<file path="config.mk">
export PLATFORM = sky130hd
export DESIGN_NAME = eint_ctrl
export DESIGN_NICKNAME = d
export VERILOG_FILES = /design/src/rtl/eint_pkg.sv /design/src/rtl/eint_sync.sv /design/src/rtl/eint_detect.sv /design/src/rtl/eint_regs.sv /design/src/rtl/eint_ctrl.sv
export SDC_FILE = /design/constraint.sdc
export NUM_CORES = 1
export LEC_CHECK = 0
export BUFFER_PORTS_ARGS = -buffer_cell sky130_fd_sc_hd__clkbuf_2
export CAP_MARGIN = 40
export CORE_ASPECT_RATIO = 0.5
export CORE_MARGIN = 2
export CORE_UTILIZATION = 59
export CTS_CLUSTER_SIZE = 16
export DETAILED_ROUTE_END_ITERATION = 8
export HOLD_SLACK_MARGIN = 0.03
export PLACE_DENSITY = 0.8
export SKIP_CTS_REPAIR_TIMING = 1
export SYNTH_ARGS = -nofsm -noshare
export SYNTH_HDL_FRONTEND = slang
export SYNTH_HIERARCHICAL = 1
export SYNTH_SLANG_ARGS = --single-unit
</file>
<file path="constraint.sdc">
create_clock -name clk -period 3.85 [get_ports clk]
set_input_delay 0.9625 -clock clk [delete_from_list [all_inputs] [get_ports clk]]
set_output_delay 0.9625 -clock clk [all_outputs]
set_load 0.005 [all_outputs]
</file>
<file path="src/rtl/eint_pkg.sv">
package eint_pkg;

  typedef enum logic [2:0] {
    TRIG_LOW,
    TRIG_HIGH,
    TRIG_FALL,
    TRIG_RISE,
    TRIG_BOTH
  } trig_e;

  // function-field value that routes a pin to the interrupt logic
  localparam logic [1:0] FN_IRQ = 2'b10;

  function automatic trig_e decode_trig(input logic [2:0] f);
    trig_e k;
    case (f[2:1])
      2'b00:   k = f[0] ? TRIG_HIGH : TRIG_LOW;
      2'b01:   k = TRIG_FALL;
      2'b10:   k = TRIG_RISE;
      default: k = TRIG_BOTH;
    endcase
    return k;
  endfunction

endpackage

</file>
<file path="src/rtl/eint_sync.sv">
module eint_sync #(
  parameter int N = 24
) (
  input  logic         clk,
  input  logic         rst,
  input  logic [N-1:0] pin_i,
  output logic [N-1:0] sync_o,
  output logic [N-1:0] prev_o
);

  logic [N-1:0] meta_q;

  // two-flop synchroniser plus one history stage for edge detection
  always_ff @(posedge clk) begin
    if (rst) begin
      meta_q <= '0;
      sync_o <= '0;
      prev_o <= '0;
    end else begin
      meta_q <= pin_i;
      sync_o <= meta_q;
      prev_o <= sync_o;
    end
  end

endmodule

</file>
<file path="src/rtl/eint_detect.sv">
module eint_detect
  import eint_pkg::*;
#(
  parameter int N = 24
) (
  input  logic           clk,
  input  logic           rst,
  input  logic [N-1:0]   sync_i,
  input  logic [N-1:0]   prev_i,
  input  logic [3*N-1:0] mode_i,
  input  logic [2*N-1:0] fn_i,
  output logic [N-1:0]   evt_o
);

  for (genvar p = 0; p < N; p++) begin : g_pin
    trig_e kind;
    logic  hit;

    assign kind = decode_trig(mode_i[3*p +: 3]);

    always_comb begin
      case (kind)
        TRIG_LOW:  hit = !sync_i[p];
        TRIG_HIGH: hit = sync_i[p];
        TRIG_FALL: hit = prev_i[p] && !sync_i[p];
        TRIG_RISE: hit = !prev_i[p] && sync_i[p];
        default:   hit = prev_i[p] ^ sync_i[p];
      endcase
    end

    assign evt_o[p] = hit && (fn_i[2*p +: 2] == FN_IRQ);

    // a rising-edge event cannot repeat on the next cycle under the same mode
    a_r2_rise_single: assert property (@(posedge clk) disable iff (rst)
      (kind == TRIG_RISE && evt_o[p]) |=> !(evt_o[p] && $stable(mode_i[3*p +: 3])));
  end

endmodule

</file>
<file path="src/rtl/eint_regs.sv">
module eint_regs #(
  parameter int N         = 24,
  parameter int NDIR      = 4,
  parameter int WAKE_PINS = 16,
  parameter int DW        = 32,
  parameter int AW        = 3
) (
  input  logic           clk,
  input  logic           rst,
  input  logic           we,
  input  logic [AW-1:0]  addr,
  input  logic [DW-1:0]  wdata,
  input  logic [N-1:0]   evt_i,
  output logic [3*N-1:0] mode_o,
  output logic [2*N-1:0] fn_o,
  output logic [N-1:0]   pend_o,
  output logic [N-1:0]   mask_o,
  output logic [N-1:0]   wake_en_o,
  output logic [DW-1:0]  rdata_o
);

  localparam int CPR  = DW / 4;            // pins per trigger register
  localparam int FPR  = DW / 2;            // pins per function register
  localparam int NCFG = (N + CPR - 1) / CPR;
  localparam int NFN  = (N + FPR - 1) / FPR;
  localparam logic [AW-1:0] A_FN0  = AW'(NCFG);
  localparam logic [AW-1:0] A_PEND = AW'(NCFG + NFN);
  localparam logic [AW-1:0] A_MASK = AW'(NCFG + NFN + 1);
  localparam logic [AW-1:0] A_WAKE = AW'(NCFG + NFN + 2);
  localparam logic [N-1:0]  EXT_BITS  = {{(N-NDIR){1'b1}}, {NDIR{1'b0}}};
  localparam logic [N-1:0]  WAKE_BITS = {{(N-WAKE_PINS){1'b0}}, {WAKE_PINS{1'b1}}};

  function automatic logic [DW-1:0] cfg_keep(input int r);
    logic [DW-1:0] k = '0;
    for (int j = 0; j < CPR; j++)
      if (r * CPR + j < N) k[4*j +: 3] = 3'b111;
    return k;
  endfunction

  function automatic logic [DW-1:0] fn_keep(input int r);
    logic [DW-1:0] k = '0;
    for (int j = 0; j < FPR; j++)
      if (r * FPR + j < N) k[2*j +: 2] = 2'b11;
    return k;
  endfunction

  logic [NCFG-1:0][DW-1:0] cfg_q;
  logic [NFN-1:0][DW-1:0]  fn_q;
  logic [N-1:0]            pend_q, mask_q, wake_q, clr;
  logic [DW-1:0]           rd;

  assign clr = (we && addr == A_PEND) ? wdata[N-1:0] : '0;

  always_ff @(posedge clk) begin
    if (rst) begin
      cfg_q  <= '0;
      fn_q   <= '0;
      pend_q <= '0;
      mask_q <= EXT_BITS;
      wake_q <= '0;
    end else begin
      // a live event wins over a clear in the same cycle
      pend_q <= ((pend_q & ~clr) | evt_i) & EXT_BITS;
      if (we) begin
        for (int r = 0; r < NCFG; r++)
          if (addr == AW'(r)) cfg_q[r] <= wdata & cfg_keep(r);
        for (int r = 0; r < NFN; r++)
          if (addr == AW'(NCFG + r)) fn_q[r] <= wdata & fn_keep(r);
        if (addr == A_MASK) mask_q <= wdata[N-1:0] & EXT_BITS;
        if (addr == A_WAKE) wake_q <= wdata[N-1:0] & WAKE_BITS;
      end
    end
  end

  always_comb begin
    rd = '0;
    for (int r = 0; r < NCFG; r++)
      if (addr == AW'(r)) rd = cfg_q[r];
    for (int r = 0; r < NFN; r++)
      if (addr == AW'(r) + A_FN0) rd = fn_q[r];
    if (addr == A_PEND) rd[N-1:0] = pend_q;
    if (addr == A_MASK) rd[N-1:0] = mask_q;
    if (addr == A_WAKE) rd[N-1:0] = wake_q;
  end

  always_ff @(posedge clk) begin
    if (rst) rdata_o <= '0;
    else     rdata_o <= rd;
  end

  for (genvar p = 0; p < N; p++) begin : g_map
    assign mode_o[3*p +: 3] = cfg_q[p / CPR][4*(p % CPR) +: 3];
    assign fn_o[2*p +: 2]   = fn_q[p / FPR][2*(p % FPR) +: 2];
  end

  assign pend_o    = pend_q;
  assign mask_o    = mask_q;
  assign wake_en_o = wake_q;

  for (genvar p = NDIR; p < N; p++) begin : g_chk
    // a clear with no event on the same cycle drops the flag
    a_r4_clear_takes: assert property (@(posedge clk) disable iff (rst)
      (clr[p] && !evt_i[p]) |=> !pend_q[p]);
    // an event always leaves the flag set, whatever was written
    a_r5_event_sets: assert property (@(posedge clk) disable iff (rst)
      evt_i[p] |=> pend_q[p]);
  end

endmodule

</file>
<file path="src/rtl/eint_ctrl.sv">
module eint_ctrl
  import eint_pkg::*;
#(
  parameter int N         = 24,
  parameter int NDIR      = 4,
  parameter int SPLIT     = 8,
  parameter int WAKE_PINS = 16,
  parameter int DW        = 32,
  parameter int AW        = 3
) (
  input  logic            clk,
  input  logic            rst,
  input  logic [N-1:0]    pin_i,
  input  logic            bus_we,
  input  logic [AW-1:0]   bus_addr,
  input  logic [DW-1:0]   bus_wdata,
  output logic [DW-1:0]   bus_rdata,
  output logic [NDIR-1:0] irq_direct_o,
  output logic            irq_grp_lo_o,
  output logic            irq_grp_hi_o,
  output logic            wake_o
);

  localparam logic [N-1:0] LO_BITS = {{(N-SPLIT){1'b0}}, {(SPLIT-NDIR){1'b1}}, {NDIR{1'b0}}};
  localparam logic [N-1:0] HI_BITS = {{(N-SPLIT){1'b1}}, {SPLIT{1'b0}}};

  logic [N-1:0]   sync, prev, evt, pend, mask, wake_en;
  logic [3*N-1:0] mode;
  logic [2*N-1:0] fn;

  eint_sync #(.N(N)) u_sync (
    .clk(clk), .rst(rst), .pin_i(pin_i), .sync_o(sync), .prev_o(prev)
  );

  eint_detect #(.N(N)) u_detect (
    .clk(clk), .rst(rst), .sync_i(sync), .prev_i(prev),
    .mode_i(mode), .fn_i(fn), .evt_o(evt)
  );

  eint_regs #(.N(N), .NDIR(NDIR), .WAKE_PINS(WAKE_PINS), .DW(DW), .AW(AW)) u_regs (
    .clk(clk), .rst(rst), .we(bus_we), .addr(bus_addr), .wdata(bus_wdata),
    .evt_i(evt), .mode_o(mode), .fn_o(fn), .pend_o(pend), .mask_o(mask),
    .wake_en_o(wake_en), .rdata_o(bus_rdata)
  );

  always_ff @(posedge clk) begin
    if (rst) begin
      irq_direct_o <= '0;
      irq_grp_lo_o <= 1'b0;
      irq_grp_hi_o <= 1'b0;
      wake_o       <= 1'b0;
    end else begin
      irq_direct_o <= evt[NDIR-1:0];
      irq_grp_lo_o <= |(pend & ~mask & LO_BITS);
      irq_grp_hi_o <= |(pend & ~mask & HI_BITS);
      wake_o       <= |(evt & wake_en);
    end
  end

  // the low parent line needs a pending flag in its range the cycle before
  a_r7_lo_has_source: assert property (@(posedge clk) disable iff (rst)
    irq_grp_lo_o |-> $past(|(pend & LO_BITS)));

  // a fully masked high range keeps its parent line low
  a_r6_hi_all_masked: assert property (@(posedge clk) disable iff (rst)
    ((mask & HI_BITS) == HI_BITS) |=> !irq_grp_hi_o);

  // wake can only come from an event among the wake-capable pins
  a_r9_wake_source: assert property (@(posedge clk) disable iff (rst)
    wake_o |-> $past(|evt[WAKE_PINS-1:0]));

  for (genvar p = 0; p < NDIR; p++) begin : g_dir_chk
    // a direct line rises only for a pin routed to the interrupt function
    a_r8_direct_gated: assert property (@(posedge clk) disable iff (rst)
      irq_direct_o[p] |-> $past(fn[2*p +: 2] == FN_IRQ));
  end

endmodule

</file>
==> reports/summary.txt <==
Tcrit/Tclk final: 0.656
Crit-path most repeated cell: mux2i_1
Dpl cells: 2062
# nets final: 1933
Vias in the first global route: 11100
First DRT Iteration DRCs: 1608
Area grow syn2layout: 9.61%
TritonCTS Sinks: 287
Startpoint Class: register
Core ar.: 24100 µm²
CP max FO: 5
Final hold vios: 0
Die Span Y: 115 µm
Fin Setup TNS: 0 ns
Family with the most delay on the worst path: compound AO/OA/AOI/OAI gates
DR DRC count: 0
Post-Place Worst Slack: 0.915 ns
FP Rows: 40
Power per Cell Area: 402 nW/µm²
First-pass GRT wire length: 62.2 mm
GRT Util Overall: 0.312
Mapped Area: 14600 µm²
CTS max path bufs: 3
Buf/Inv on CP: 1
GRT overflow: 0
Gpl congestion: 0.948
Final Skew: 0.0203 ns
Min cycle time layout: 2.53 ns
P_leak: 6.22 nW
Buffers on Ports: 100
Post-route cell area: 16000 µm²
Dpl hpwl: 29.1 mm
TritonCTS clock tree: done
Worst Path Class, Setup: reg -> reg
Sequential Power Share: 0.488
Cell Count, Final, Fillers Out: 2109
Num CTS Buffers: 26
Largest net degree at the start of global routing: 136
Slowest library cell on the worst path: dfxtp_1
DRT antenna net count: 0
Routed WL: 41.1 mm
Htree depth: 1
Via count: 12300
Critical Path Source: u_regs/mode_o[26]$_SDFFE_PP0P_
Hold Path Origin: u_sync/meta_q[16]$_SDFF_PP0_
Internal: 4.83 mW
Clock-pin slew on the worst setup and hold paths: 0.07 ns
Slew margin rel.: 0.411
Die area: 26000 µm²
# diodes: 0
Switch share: 0.249
IO Count: 101
Proportion of layout cells with a drive suffix above 1: 0.125
CTS root buf: clkbuf_16
Clock Power Share: 0.426
Crit. End Element: register
Tot Pwr: 6.43 mW
RSZ-0062 raised after global routing: false
Worst-Skew Late Latency: 0.56 ns
Logic pwr share: 0.086
Fin. max-slew vios: 0
Psw: 1.60 mW
Max stage delay on crit path: 0.45 ns
Area of placed instances: 15100 µm²
Starting Density: 0.604
Worst Tran Pin Value: 0.882 ns
Initial antenna violation count: 0
Wire per inst: 19.5 µm
Fmax: 396 MHz
Maximum VDD drop: 331 µV
Synthesized instance count: 1702
Die X: 226 µm
Outcome: completed
Routed vias/inst: 5.81
Crit path setup slack, layout: 1.32 ns
Drt first pass iters: 6
Crit-path cells: inv_1 > ha_1 > mux2i_1 > mux2i_1 > o2111a_1 > a22oi_1 > nand4_1 > nor3_1 > nor2_1
Synthesis Warnings: 6
Min-delay worst type: reg -> reg
Worst Path Arrival: 2.93 ns
Final Setup Violations: 0
Avg Cell Area, Syn: 8.56 µm²
Critical Path RT: 4.26 ns
Reg2Reg Launch Point: u_regs/mode_o[26]$_SDFFE_PP0P_
Max Cap Viol: 0
-- power groups by stage --
stage	Sequential, mW	Combinational [mW]	Clock, mW
3_3_place_gp	3.20	0.522	0
4_1_cts	3.13	0.538	2.75
3_5_place_dp	3.20	0.533	0
6_report	3.14	0.554	2.74
5_1_grt	3.14	0.599	2.87
2_1_floorplan	3.17	0.385	0
-- metal layers --
metal | track usage | vias to the layer above | routed length, µm
li1 | - | 5753 | -
met1 | 0.445 | 5675 | 17300
met4 | 0.0895 | 0 | 1290
met5 | 0 | - | 0
met2 | 0.457 | 737 | 16900
met3 | 0.0943 | 98 | 5720
-- final timing paths --
kind	endpoint	depth (start not counted)	slack, ns
setup / recovery	wake_o$_SDFF_PP0_	9	1.32
hold / removal	u_sync/sync_o[16]$_SDFF_PP0_	1	0.43
hold reg to reg	u_sync/sync_o[16]$_SDFF_PP0_	1	0.43
setup reg to reg	wake_o$_SDFF_PP0_	9	1.32
-- worst register-to-register path, stage by stage, from the launching register on --
cell	delay, ns
dfxtp_1	0.45
inv_1	0.11
ha_1	0.34
mux2i_1	0.19
mux2i_1	0.09
o2111a_1	0.37
a22oi_1	0.28
nand4_1	0.11
nor3_1	0.35
nor2_1	0.09
-- placed cells by master, fill, tap and decap left out, types with 8 or more instances in the layout --
cell type  count
a22oi_1       27
clkbuf_16     27
o21ai_2       14
inv_1        137
nor3_1         9
nand2b_1      29
nand4_1       11
conb_1         8
o2111a_1      14
nand3_1       10
clkbuf_2      98
mux2i_1       30
nor2_1        73
dfxtp_1      287
a221o_1        9
nand2_1      372
buf_4         17
a21oi_1      177
o21ai_0       15
a211oi_1      12
nand3b_1      33
nor2b_1       96
o2111ai_1      8
a21o_1         9
mux4_2        21
ha_1         117
-- final cells by class --
class	instances	area, µm²
fillers	1969	8160
multi-input cells	1181	7690
flip-flops and latches	287	5750
clock buffers	36	749
repair buffers	121	707
inverters	137	514
well taps	336	420
clock inverters	11	140
-- registers in the layout (all words and copies together) (netlist names) --
name and count:
u_regs/fn_o 48, u_sync/meta_q 24, u_sync/prev_o 24, irq_grp_lo_o 1
u_sync/sync_o 24, irq_direct_o 4, u_regs/mode_o 72, irq_grp_hi_o 1
u_regs/rdata_o 32, u_regs/wake_en_o 16, u_regs/mask_o 20, u_regs/pend_o 20
wake_o 1
-- metrics by stage --
stage                     utilization  hold WS (ns)
after CTS                       0.662         0.430
final                           0.662         0.428
after floorplan                     -         0.414
after detailed placement        0.625         0.420
after global routing            0.662         0.446
after global placement          0.624         0.417
No activity file was read; power rests on OpenSTA's default activity.
